### config.mk
export PLATFORM = sky130hd
export DESIGN_NAME = stk_shift_stack
export DESIGN_NICKNAME = d
export VERILOG_FILES = /design/src/rtl/stk_shift_pkg.sv /design/src/rtl/stk_cmd_decode.sv /design/src/rtl/stk_cell.sv /design/src/rtl/stk_shift_stack.sv
export SDC_FILE = /design/constraint.sdc
export NUM_CORES = 1
export LEC_CHECK = 0
export ABC_AREA = 1
export BUFFER_PORTS_ARGS = -buffer_cell sky130_fd_sc_hd__buf_2
export CAP_MARGIN = 0
export CORE_AREA = 3 3 40 42
export DETAILED_ROUTE_END_ITERATION = 10
export DIE_AREA = 0 0 43 45
export PLACE_DENSITY = 0.57
export SLEW_MARGIN = 20
export SYNTH_ARGS = -nofsm -noshare
export SYNTH_HDL_FRONTEND = slang
export SYNTH_HIERARCHICAL = 1
export SYNTH_SLANG_ARGS = --single-unit
### constraint.sdc
create_clock -name clk -period 1.8 [get_ports clk]
set_input_delay 0 -clock clk [delete_from_list [all_inputs] [get_ports clk]]
set_output_delay 0 -clock clk [all_outputs]
set_load 0.01 [all_outputs]
### src/rtl/stk_shift_pkg.sv
package stk_shift_pkg;
    typedef enum logic [1:0] {
        OP_HOLD = 2'd0,
        OP_PUSH = 2'd1,
        OP_POP  = 2'd2
    } stk_op_e;
endpackage

### src/rtl/stk_cmd_decode.sv
module stk_cmd_decode
    import stk_shift_pkg::*;
(
    input  logic    clk,
    input  logic    rst,
    input  logic    ph_late,
    input  logic    cmd_pin,
    output stk_op_e op
);
    logic first_q;

    // State register: capture the first command bit on the late edge.
    always_ff @(posedge clk) begin
        if (rst)
            first_q <= 1'b0;
        else if (ph_late)
            first_q <= cmd_pin;
    end

    // Output process: decode on the early edge only.
    always_comb begin
        op = OP_HOLD;
        if (!ph_late) begin
            unique case ({first_q, cmd_pin})
                2'b10:   op = OP_PUSH;
                2'b01:   op = OP_POP;
                default: op = OP_HOLD;
            endcase
        end
    end
endmodule

### src/rtl/stk_cell.sv
module stk_cell
    import stk_shift_pkg::*;
(
    input  logic    clk,
    input  logic    rst,
    input  stk_op_e op,
    input  logic    above_n,
    input  logic    below_n,
    output logic    val_n
);
    always_ff @(posedge clk) begin
        if (rst)
            val_n <= 1'b1;
        else begin
            unique case (op)
                OP_PUSH: val_n <= above_n;
                OP_POP:  val_n <= below_n;
                default: val_n <= val_n;
            endcase
        end
    end
endmodule

### src/rtl/stk_shift_stack.sv
module stk_shift_stack
    import stk_shift_pkg::*;
#(
    parameter int DEPTH = 4
) (
    input  logic clk,
    input  logic rst,
    input  logic ph_late,
    input  logic cmd_pin,
    input  logic din,
    output logic dout
);
    localparam int LAST = DEPTH - 1;

    stk_op_e            op;
    logic [DEPTH-1:0]   cell_n;

    stk_cmd_decode u_dec (
        .clk     (clk),
        .rst     (rst),
        .ph_late (ph_late),
        .cmd_pin (cmd_pin),
        .op      (op)
    );

    for (genvar i = 0; i < DEPTH; i++) begin : g_cell
        logic above_n;
        logic below_n;
        if (i == 0) begin : g_top
            assign above_n = ~din;
        end else begin : g_mid_a
            assign above_n = cell_n[i-1];
        end
        if (i == LAST) begin : g_bot
            assign below_n = 1'b1;
        end else begin : g_mid_b
            assign below_n = cell_n[i+1];
        end
        stk_cell u_cell (
            .clk     (clk),
            .rst     (rst),
            .op      (op),
            .above_n (above_n),
            .below_n (below_n),
            .val_n   (cell_n[i])
        );
    end

    always_ff @(posedge clk) begin
        if (rst)
            dout <= 1'b0;
        else if (op == OP_POP)
            dout <= ~cell_n[0];
    end
endmodule

After elaboration in Yosys (flattened, before gate mapping)
Cells that the tools add are included.
{"block": "totals", "ff_bits": 6, "in_bits": 5, "out_inout_bits": 1, "elab_cells": 19}
{"block": "op_classes", "n_eq_ne": 4, "muxes": 6, "n_bitwise": 2, "n_reduce_logical": 1}
{"op": "one-hot mux 1 bit (2 select lines)", "n": 4}
{"op": "== test 2 x 1 -> 1 bit, second input constant", "n": 2}
{"op": "== test 2 bit, second input constant", "n": 2}
{"op": "one-hot mux 2 bit (2 select lines)", "n": 1}
{"op": "two-way mux 2 bit", "n": 1}
{"op": "NOT 1 bit", "n": 2}
{"op": "nonzero test 2 bit", "n": 1}

Longest topological paths before layout
Gate-level depths: netlist of run 1.
{"block": "logic_depth", "ltp_word": 5, "ltp_mapped": 9}

Modules after synthesis
Netlist of run 1, hierarchy kept.
{"mod": "stk_cell", "n_inst": 4, "cells_per_inst": 12, "area_each_um2": 72.6}
{"mod": "stk_shift_stack", "n_inst": 1, "cells_per_inst": 9, "area_each_um2": 57.6}
{"mod": "stk_cmd_decode", "n_inst": 1, "cells_per_inst": 8, "area_each_um2": 53.8}

Worst setup path before layout of run 1
No wires, ideal clock.
{"block": "synth_timing", "path_type": "register to register", "startpoint": "register u_dec.first_q", "endpoint": "register g_cell[0].u_cell.val_n", "setup_ns": 0.115, "arrival_time_ns": 1.124, "required_time_ns": 1.685, "slack_ns": 0.561, "path_stages_with_launch": 7, "path_buffers": 0, "cell_sequence": "dfxtp_1 -> nand2_2 -> nor2_1 -> inv_1 -> ha_1 -> a21oi_1 -> nand2_1"}
{"block": "synth_between", "elab_chain_cells": 5, "word_cells_on_any_way": 8, "cone_classes": "eq/ne: 4; mux: 3; reduce/logical: 1"}
{"item": "start: declaration", "line": "stk_cmd_decode.sv:10", "text": "logic first_q;"}
{"item": "start signal: assignment", "line": "stk_cmd_decode.sv:17", "text": "first_q <= cmd_pin;"}
{"item": "== test 2 x 1 -> 1 bit or == test 2 bit (tied branches)", "line": "stk_cmd_decode.sv:24", "text": "unique case ({first_q, cmd_pin})"}
{"item": "one-hot mux 2 bit (2 select lines) *", "line": "stk_cmd_decode.sv:24"}
{"item": "two-way mux 2 bit *", "line": "stk_cmd_decode.sv:23", "text": "if (!ph_late) begin"}
{"item": "net op[0]", "line": "stk_shift_stack.sv:15", "text": "stk_op_e op;"}
{"item": "== test 2 bit or == test 2 x 1 -> 1 bit (tied branches)", "line": "stk_cell.sv:15", "text": "unique case (op)"}
{"item": "one-hot mux 1 bit (2 select lines) or nonzero test 2 bit (tied branches)"}
{"item": "end signal: assignment", "line": "stk_cell.sv:16", "text": "OP_PUSH: val_n <= above_n;"}
{"item": "end signal: assignment", "line": "stk_cell.sv:17", "text": "OP_POP: val_n <= below_n;"}
{"item": "end signal: assignment", "line": "stk_cell.sv:18", "text": "default: val_n <= val_n;"}
{"item": "end: declaration", "line": "stk_cell.sv:9", "text": "output logic val_n"}
Mark *: on every way through the listed nets, which the timed path passes. The rest lies on a longest branch.
A chain may end at the register's enable or synchronous reset.

Worst setup path in the final report of run 1
{"block": "layout_timing", "startpoint": "register u_dec.first_q", "endpoint": "register g_cell[3].u_cell.val_n"}
{"block": "layout_between", "elab_chain_cells": 5, "word_cells_on_any_way": 8, "cone_classes": "eq/ne: 4; mux: 3; reduce/logical: 1"}
{"item": "== test 2 x 1 -> 1 bit or == test 2 bit (tied branches)", "line": "stk_cmd_decode.sv:24"}
{"item": "one-hot mux 2 bit (2 select lines) *", "line": "stk_cmd_decode.sv:24"}
{"item": "two-way mux 2 bit *", "line": "stk_cmd_decode.sv:23"}
{"item": "net op[0]", "line": "stk_shift_stack.sv:15"}
{"item": "== test 2 bit or == test 2 x 1 -> 1 bit (tied branches)", "line": "stk_cell.sv:15"}
{"item": "one-hot mux 1 bit (2 select lines) or nonzero test 2 bit (tied branches)"}
{"item": "end signal: assignment", "line": "stk_cell.sv:16"}
{"item": "end signal: assignment", "line": "stk_cell.sv:17"}
{"item": "end signal: assignment", "line": "stk_cell.sv:18"}
{"item": "end: declaration", "line": "stk_cell.sv:9"}
Marked as above.

==> metrics.txt, run 1 <==
#FFs+latches synth 6; Final Hold Viols 0; LEAKAGE 0.296 nW; initial antenna violation count 0; routed length per instance 7.19 um; CP Launch Type flop; synthesized area per cell 6.18 sq um; clock sink total 6; drt pass-1 iters 2; detailed-route via count 353; crit path DAT 1.50 ns; final std cells w/o fill 89; Placer Congestion 0.689; RSZ-0062 raised after global routing false; skew final 0.00194 ns; Post-Synthesis Cells 65; drt drc 0; synth warn 6; total of max-cap violations 0; Logic pwr share 0.176; Die X 43 um; Worst setup EP type flop; Worst Path Max Fanout 5; worst hold slack 0.0306 ns; post-route minimum period 1.36 ns; final period utilization 0.757; utilization after layout 0.372; Area Growth Syn to Fin 19.0%; final WL 640 um; Tightest Hold Check Type in2reg; CTS tree yes; fmax 734 MHz; Die Ht 45 um; post-synthesis adder-cell area fraction 0.125; post-synthesis cell area 402 sq um; full die area 1940 sq um; postcts setup bufs 0; complex-gate fraction of the synthesized area 0.0841; vias in the first global route 297; P_sw 0.0885 mW; global-route wire length before repair 1180 um; post-synthesis mux area share 0; PD cells 700 nW/um^2; library cells used by synthesis 11; most frequent cells in the layout 24 x inv_1, 15 x nand2_1, 6 x dfxtp_1, 5 x a21oi_1, 5 x buf_2; clock network fraction of design power 0.373; register area share after synthesis 0.299; layout cells sized above 1 0.149; simple-gate share of the synthesized area 0.259; largest net degree at the start of global routing 7; row cnt 13; Clock H-tree levels 1; hpwl dp 530 um; gr ovfl total 0; iteration-0 DRC count of the detailed router 2; post-CTS sizing 0; Int Power 0.246 mW; leading cell type in the layout, fill and taps excluded inv_1; Starting Density 0.313; IO Pins 6; ant diodes 0; post-DR vias/cell 3.97; peak supply drop 0.361 mV; Post-Syn Nets 74; TNS Setup 0 ns; Synth Area in XOR/XNOR 0; CTS buffer count 3; CP required 1.93 ns; switching share of power 0.264; Nets 85; I/O Buffers 5; clock-pin slew on the worst setup and hold paths 0.05 ns; Root Driver clkbuf_4; critical path class reg2reg; Seq pwr share 0.451; Placed Cells incl. Taps 85; Clk Latency, worst-skew pair 0.24 ns; max-slew violations 0; Tot Pwr 0.334 mW; outcome finished clean; cts-stage hold buffer count 1; main combinational cell family by area after synthesis simple AND/OR/NAND/NOR gates; GRT Total Usage 0.0858; clk buf depth 2; ANT nets after route 0; CORE AREA 1280 sq um; Setup violations, final 0
==> cell type report <==
type | instances | area [sq um]
multi-input combinational | 35 | 191
clock buffer | 3 | 22.5
timing repair buffer | 6 | 35.0
sequential | 6 | 120
inverter | 24 | 90.1
tap | 15 | 18.8
fill | 147 | 807
==> per-stage QoR <==
| step | cell area (sq um) | setup slack, ns |
|---|---|---|
| after CTS | 478 | 0.425 |
| after global routing | 478 | 0.306 |
| after global placement | 445 | 0.478 |
| final | 478 | 0.437 |
| after detailed placement | 445 | 0.432 |
| after floorplan | 402 | 0.561 |
==> sequential cells by signal, indices dropped and copies added (netlist names) <==
name	count
g_cell.u_cell/val_n	4
dout	1
u_dec/first_q	1
==> power by group through the flow <==
stage                     sequential, mW  combinational, mW  clock [mW]
after floorplan                    0.152             0.0421           0
after global routing               0.152             0.0705       0.136
after global placement             0.154             0.0566           0
after CTS                          0.151             0.0600       0.129
after detailed placement           0.153             0.0581           0
final                              0.151             0.0588       0.125
==> cells by family after synthesis <==
group | after synthesis
compound gates | 6
fa+ha+maj | 4
buf+inv | 24
flops | 6
other cells | 1
simple gates | 24
==> critical path: stages, from the launching register on <==
cell	delay, ns
dfxtp_1	0.34
nand2_2	0.07
nor2_1	0.24
inv_1	0.08
ha_1	0.33
a21oi_1	0.15
nand2_1	0.06
==> synthesized netlist by cell type, drive strengths merged <==
library cell  number  area [sq um]
inv               24          90.1
conb               1          3.75
dfxtp              6           120
nand3              5          30.0
nand2             16          62.6
ha                 4          50.1
a21oi              6          33.8
nor2               3          11.3
==> final timing paths <==
kind	startpoint	to	slack (ns)	cells past startpoint
worst max register to register	u_dec/first_q$_SDFFE_PP0P_	g_cell[3].u_cell/val_n$_SDFFE_PP1P_	0.44	6
worst min register to register	g_cell[3].u_cell/val_n$_SDFFE_PP1P_	g_cell[3].u_cell/val_n$_SDFFE_PP1P_	0.47	2
worst min-delay path	ph_late	u_dec/first_q$_SDFFE_PP0P_	0.03	3
worst max-delay path	u_dec/first_q$_SDFFE_PP0P_	g_cell[3].u_cell/val_n$_SDFFE_PP1P_	0.44	6
==> per-layer routing <==
metal / global-route usage / routed length (um)
met4: 0.0904 / 17
met2: 0.126 / 272
met5: 0 / 0
met3: 0.0159 / 29
met1: 0.101 / 321
No activity file was read; power rests on OpenSTA's default activity.
==> inputs of run 2 (changes only) <==
--- a/config.mk
+++ b/config.mk
@@ -11,7 +11,7 @@
 export CORE_AREA = 3 3 40 42
 export DETAILED_ROUTE_END_ITERATION = 10
 export DIE_AREA = 0 0 43 45
-export PLACE_DENSITY = 0.57
+export PLACE_DENSITY = 0.58
 export SLEW_MARGIN = 20
 export SYNTH_ARGS = -nofsm -noshare
 export SYNTH_HDL_FRONTEND = slang
==> constraint.sdc (replaced) <==
create_clock -name clk -period 1.1 [get_ports clk]
set_input_delay 0 -clock clk [delete_from_list [all_inputs] [get_ports clk]]
set_output_delay 0 -clock clk [all_outputs]
set_load 0.01 [all_outputs]
==> metrics.txt, run 2 (synthesized netlist as in run 1, its figures left out) <==
Starting Density 0.313; worst hold slack 0.0207 ns; ant diodes 0; I/O Buffers 5; CTS buffer count 3; Worst Path Max Fanout 5; skew final 0.00480 ns; clk buf depth 2; layout cells sized above 1 0.427; post-DR vias/cell 4.20; IO Pins 6; Clk Latency, worst-skew pair 0.25 ns; largest registers g_cell.u_cell/val_n x4, dout x1, u_dec/first_q x1; Reg with most FFs g_cell.u_cell/val_n; outcome finished, violations left; initial antenna violation count 0; Die Ht 45 um; CTS tree yes; Int Power 0.441 mW; Setup violations, final 5; full die area 1940 sq um; clock sink total 6; vias in the first global route 385; P_sw 0.173 mW; Area Growth Syn to Fin 57.6%; gr ovfl total 0; LEAKAGE 0.343 nW; most frequent cells in the layout 19 x inv_1, 15 x nand2_1, 7 x buf_4; clock network fraction of design power 0.337; routed length per instance 9.58 um; Tightest Hold Check Type in2reg; crit path DAT 1.33 ns; leading cell type in the layout, fill and taps excluded inv_1; global-route wire length before repair 1520 um; critical path class reg2reg; iteration-0 DRC count of the detailed router 0; met1 wire length 403 um; max-slew violations 0; Root Driver clkbuf_4; CP Launch Type flop; total of max-cap violations 0; RSZ-0062 raised after global routing true; fmax 836 MHz; Largest register FFs 4; failing checks setup timing; detailed-route via count 407; GRT Total Usage 0.113; final WL 929 um; Die X 43 um; Final Hold Viols 0; peak supply drop 0.519 mV; final period utilization 1.09; row cnt 13; post-route minimum period 1.20 ns; Logic pwr share 0.257; CP required 1.23 ns; PnR worst setup slack -0.0966 ns; Nets 93; PD cells 969 nW/um^2; drt pass-1 iters 1; fillers 125; hpwl dp 534 um; WL met2 481 um; highest routing layer actually used met4; clock-pin slew on the worst setup and hold paths 0.04 ns; Placer Congestion 0.702; Tot Pwr 0.614 mW; Clock H-tree levels 1; WL met3 26 um; switching share of power 0.281; Worst setup EP type flop; largest net degree at the start of global routing 7; CORE AREA 1280 sq um; Seq pwr share 0.406; drt drc 0; ANT nets after route 0
[run 2: cell types whose count changed in the layout (fill, tap and decap cells not counted), moves of 4 or more]
cell,change
ha_4,+4
ha_1,-4
buf_4,+7
inv_1,-5
inv_2,+5
[run 2: metal layers]
layer,GRT usage,vias to the layer above
met5,0,-
met2,0.189,5
met4,0.0904,0
li1,-,222
met1,0.116,178
met3,0.0359,2
[run 2: area by class of cell]
| class | count | area, sq um | area share |
|---|---|---|---|
| clock buffers | 3 | 22.5 | 0.0356 |
| repair buffers | 14 | 108 | 0.170 |
| inverters | 24 | 90.1 | 0.142 |
| well taps | 15 | 18.8 | 0.0296 |
| flip-flops and latches | 6 | 121 | 0.192 |
| multi-input cells | 35 | 273 | 0.431 |
[run 2: metrics by stage]
stage	setup TNS (ns)	std cells	utilization	setup slack (ns)	area, sq um
global placement	-0.197	87	0.367	-0.0574	472
detailed placement	-0.279	87	0.367	-0.0768	472
finish	-0.329	97	0.493	-0.0966	633
floorplan	-0.0873	65	-	-0.0218	413
global route	-0.536	97	0.493	-0.119	633
CTS	-0.231	93	0.457	-0.0611	587
[run 2: worst max-delay path, cell delays in order, from the launching register on]
cell and delay, ns:
dfxtp_2 0.32, buf_4 0.13, nor2_4 0.09, buf_12 0.13, ha_4 0.20, a21oi_1 0.14
nand2_1 0.07
[run 2: repair_timing]
item                                   4_1_cts  5_1_grt
setup buffers                                2        4
gates resized for setup                      5        9
hold buffers                                 1        0
pin swaps                                    7       10
setup endpoints to repair                    4        4
endpoints found under the hold margin        1        0
[run 2: power by group through the flow]
stage	registers, mW	logic, mW	clock network (mW)
4_1_cts	0.248	0.133	0.223
3_5_place_dp	0.252	0.102	0
5_1_grt	0.250	0.177	0.231
6_report	0.249	0.158	0.207
2_1_floorplan	0.250	0.0701	0
3_3_place_gp	0.251	0.0999	0
[run 2: final timing paths]
kind         cells past startpoint                                start  slack (ns)                                  end
min                              3                              ph_late        0.02           u_dec/first_q$_SDFFE_PP0P_
max                              6           u_dec/first_q$_SDFFE_PP0P_        -0.1  g_cell[2].u_cell/val_n$_SDFFE_PP1P_
min reg2reg                      2  g_cell[3].u_cell/val_n$_SDFFE_PP1P_        0.49  g_cell[3].u_cell/val_n$_SDFFE_PP1P_
max reg2reg                      6           u_dec/first_q$_SDFFE_PP0P_        -0.1  g_cell[2].u_cell/val_n$_SDFFE_PP1P_
==> inputs of run 3 (changes only) <==
--- a/config.mk
+++ b/config.mk
@@ -12,6 +12,7 @@
 export DETAILED_ROUTE_END_ITERATION = 10
 export DIE_AREA = 0 0 43 45
 export PLACE_DENSITY = 0.58
+export RECOVER_POWER = 100
 export SLEW_MARGIN = 20
 export SYNTH_ARGS = -nofsm -noshare
 export SYNTH_HDL_FRONTEND = slang
==> constraint.sdc (replaced) <==
create_clock -name clk -period 1 [get_ports clk]
set_input_delay 0 -clock clk [delete_from_list [all_inputs] [get_ports clk]]
set_output_delay 0 -clock clk [all_outputs]
set_load 0.01 [all_outputs]
==> metrics.txt, run 3 (synthesized netlist as in run 1, its figures left out) <==
Die Ht 45 um; fmax 801 MHz; clock network fraction of design power 0.349; final WL 906 um; ANT nets after route 0; hold_sp ph_late; WL met2 498 um; Tightest Hold Check Type in2reg; Placer Congestion 0.702; full die area 1940 sq um; highest routing layer actually used met4; final std cells w/o fill 95; R2R depth 5; PD cells 1100 nW/um^2; skew final 0.00363 ns; Int Power 0.474 mW; post-DR vias/cell 4.03; Design Area, Final 603 sq um; Clk Latency, worst-skew pair 0.25 ns; IO Pins 6; register-to-register setup slack -0.25 ns; crit path DAT 1.38 ns; Largest register FFs 4; clk buf depth 2; WP buf/inv 1; P_sw 0.190 mW; ant diodes 0; Placed Cells incl. Taps 87; vias in the first global route 374; iteration-0 DRC count of the detailed router 0; drt drc 0; GRT Total Usage 0.119; Clock H-tree levels 1; LEAKAGE 0.328 nW; worst hold path cell count 3; row cnt 13; final period utilization 1.25; largest net degree at the start of global routing 7; peak supply drop 0.575 mV; CP required 1.13 ns; Post-DP Area 472 sq um; I/O Buffers 5; Hold EP u_dec/first_q$_SDFFE_PP0P_; clock-pin slew on the worst setup and hold paths 0.05 ns; Critical Path Max Stage Delay 0.32 ns; hpwl dp 535 um; gr ovfl total 0; Worst path top cell family by delay flip-flops; CTS buffer count 3; leading cell type in the layout, fill and taps excluded inv_1; CTS tree yes; reg2reg start u_dec/first_q$_SDFFE_PP0P_; detailed-route via count 383; Worst setup EP type flop; routed length per instance 9.54 um; most frequent cells in the layout 20 x inv_1, 15 x nand2_1, 5 x dfxtp_1, 5 x buf_4; largest registers g_cell.u_cell/val_n x4, dout x1, u_dec/first_q x1; outcome finished, violations left; Worst Path Max Fanout 5; critical path's slowest cell dfxtp_2; clock sink total 6; WL met3 21 um; CORE AREA 1280 sq um; total of max-cap violations 0; global-route wire length before repair 1580 um; Seq pwr share 0.413; PnR worst setup slack -0.249 ns; initial antenna violation count 0; CP Cell Sequence buf_6 > nor2_4 > ha_4 > a21oi_1 > nand2_1; post-route minimum period 1.25 ns; critical path class reg2reg; Logic pwr share 0.237; max-slew violations 0; Setup violations, final 5; RSZ-0062 raised after global routing true; Final Hold Viols 0; Root Driver clkbuf_4; Die X 43 um; Starting Density 0.313; Reg with most FFs g_cell.u_cell/val_n; R2R Path End g_cell[1].u_cell/val_n$_SDFFE_PP1P_; dpl ws -0.188 ns; Area Growth Syn to Fin 50.2%; layout cells sized above 1 0.375; failing checks setup timing; met1 wire length 376 um; CP Launch Type flop; Nets 91; drt pass-1 iters 1; switching share of power 0.286
==> run 3: worst min-delay path, delay by kind of cell <==
kind,cells,cell delay (ns)
AOI/OAI and AO/OA,1,0.05
and+or+nand+nor,1,0.07
buffers and inverters,1,0.10
==> run 3: how the worst max path moves through the flow <==
stage                                     startpoint                             endpoint  slack, ns  depth (start not counted)
after floorplan           u_dec/first_q$_SDFFE_PP0P_  g_cell[0].u_cell/val_n$_SDFFE_PP1P_      -0.12                          6
after global placement    u_dec/first_q$_SDFFE_PP0P_  g_cell[1].u_cell/val_n$_SDFFE_PP1P_      -0.16                          6
after detailed placement  u_dec/first_q$_SDFFE_PP0P_  g_cell[1].u_cell/val_n$_SDFFE_PP1P_      -0.19                          6
after CTS                 u_dec/first_q$_SDFFE_PP0P_  g_cell[0].u_cell/val_n$_SDFFE_PP1P_      -0.17                          7
after global routing      u_dec/first_q$_SDFFE_PP0P_  g_cell[3].u_cell/val_n$_SDFFE_PP1P_      -0.28                          6
final                     u_dec/first_q$_SDFFE_PP0P_  g_cell[1].u_cell/val_n$_SDFFE_PP1P_      -0.25                          5
==> run 3: what timing repair did <==
action | 4_1_cts | 5_1_grt
pin swaps | 7 | 14
hold buffers | 1 | 0
hold endpoints to repair | 1 | 0
buffers inserted | 2 | 2
setup endpoints to repair | 4 | 5
resized for setup | 5 | 8
==> run 3: final cells by class <==
cell class / count / area [sq um]
Sequential cell: 6 / 121
Tap cell: 15 / 18.8
Inverter: 24 / 90.1
Timing Repair Buffer: 12 / 82.6
Fill cell: 130 / 682
Multi-Input combinational cell: 35 / 268
Clock buffer: 3 / 22.5
==> run 3: routing by layer <==
| layer | vias up | global-route usage |
|---|---|---|
| met4 | 0 | 0.127 |
| met5 | - | 0 |
| met3 | 2 | 0.0359 |
| li1 | 216 | - |
| met2 | 3 | 0.180 |
| met1 | 162 | 0.129 |
==> run 3: power by group through the flow <==
stage	clock network, mW	registers (mW)	logic (mW)
6_report	0.232	0.275	0.158
3_5_place_dp	0	0.277	0.111
5_1_grt	0.267	0.277	0.179
2_1_floorplan	0	0.275	0.0771
3_3_place_gp	0	0.276	0.110
4_1_cts	0.249	0.273	0.137
==> run 3: metrics by stage <==
| stage | utilization | hold slack [ns] | total power [mW] | TNS [ns] |
|---|---|---|---|---|
| floorplan | - | 0.0551 | 0.352 | -0.487 |
| global placement | 0.367 | 0.245 | 0.386 | -0.597 |
| detailed placement | 0.367 | 0.246 | 0.388 | -0.716 |
| CTS | 0.447 | 0.00203 | 0.659 | -0.703 |
| global route | 0.469 | 0.0321 | 0.723 | -1.33 |
| finish | 0.469 | 0.0150 | 0.665 | -1.10 |
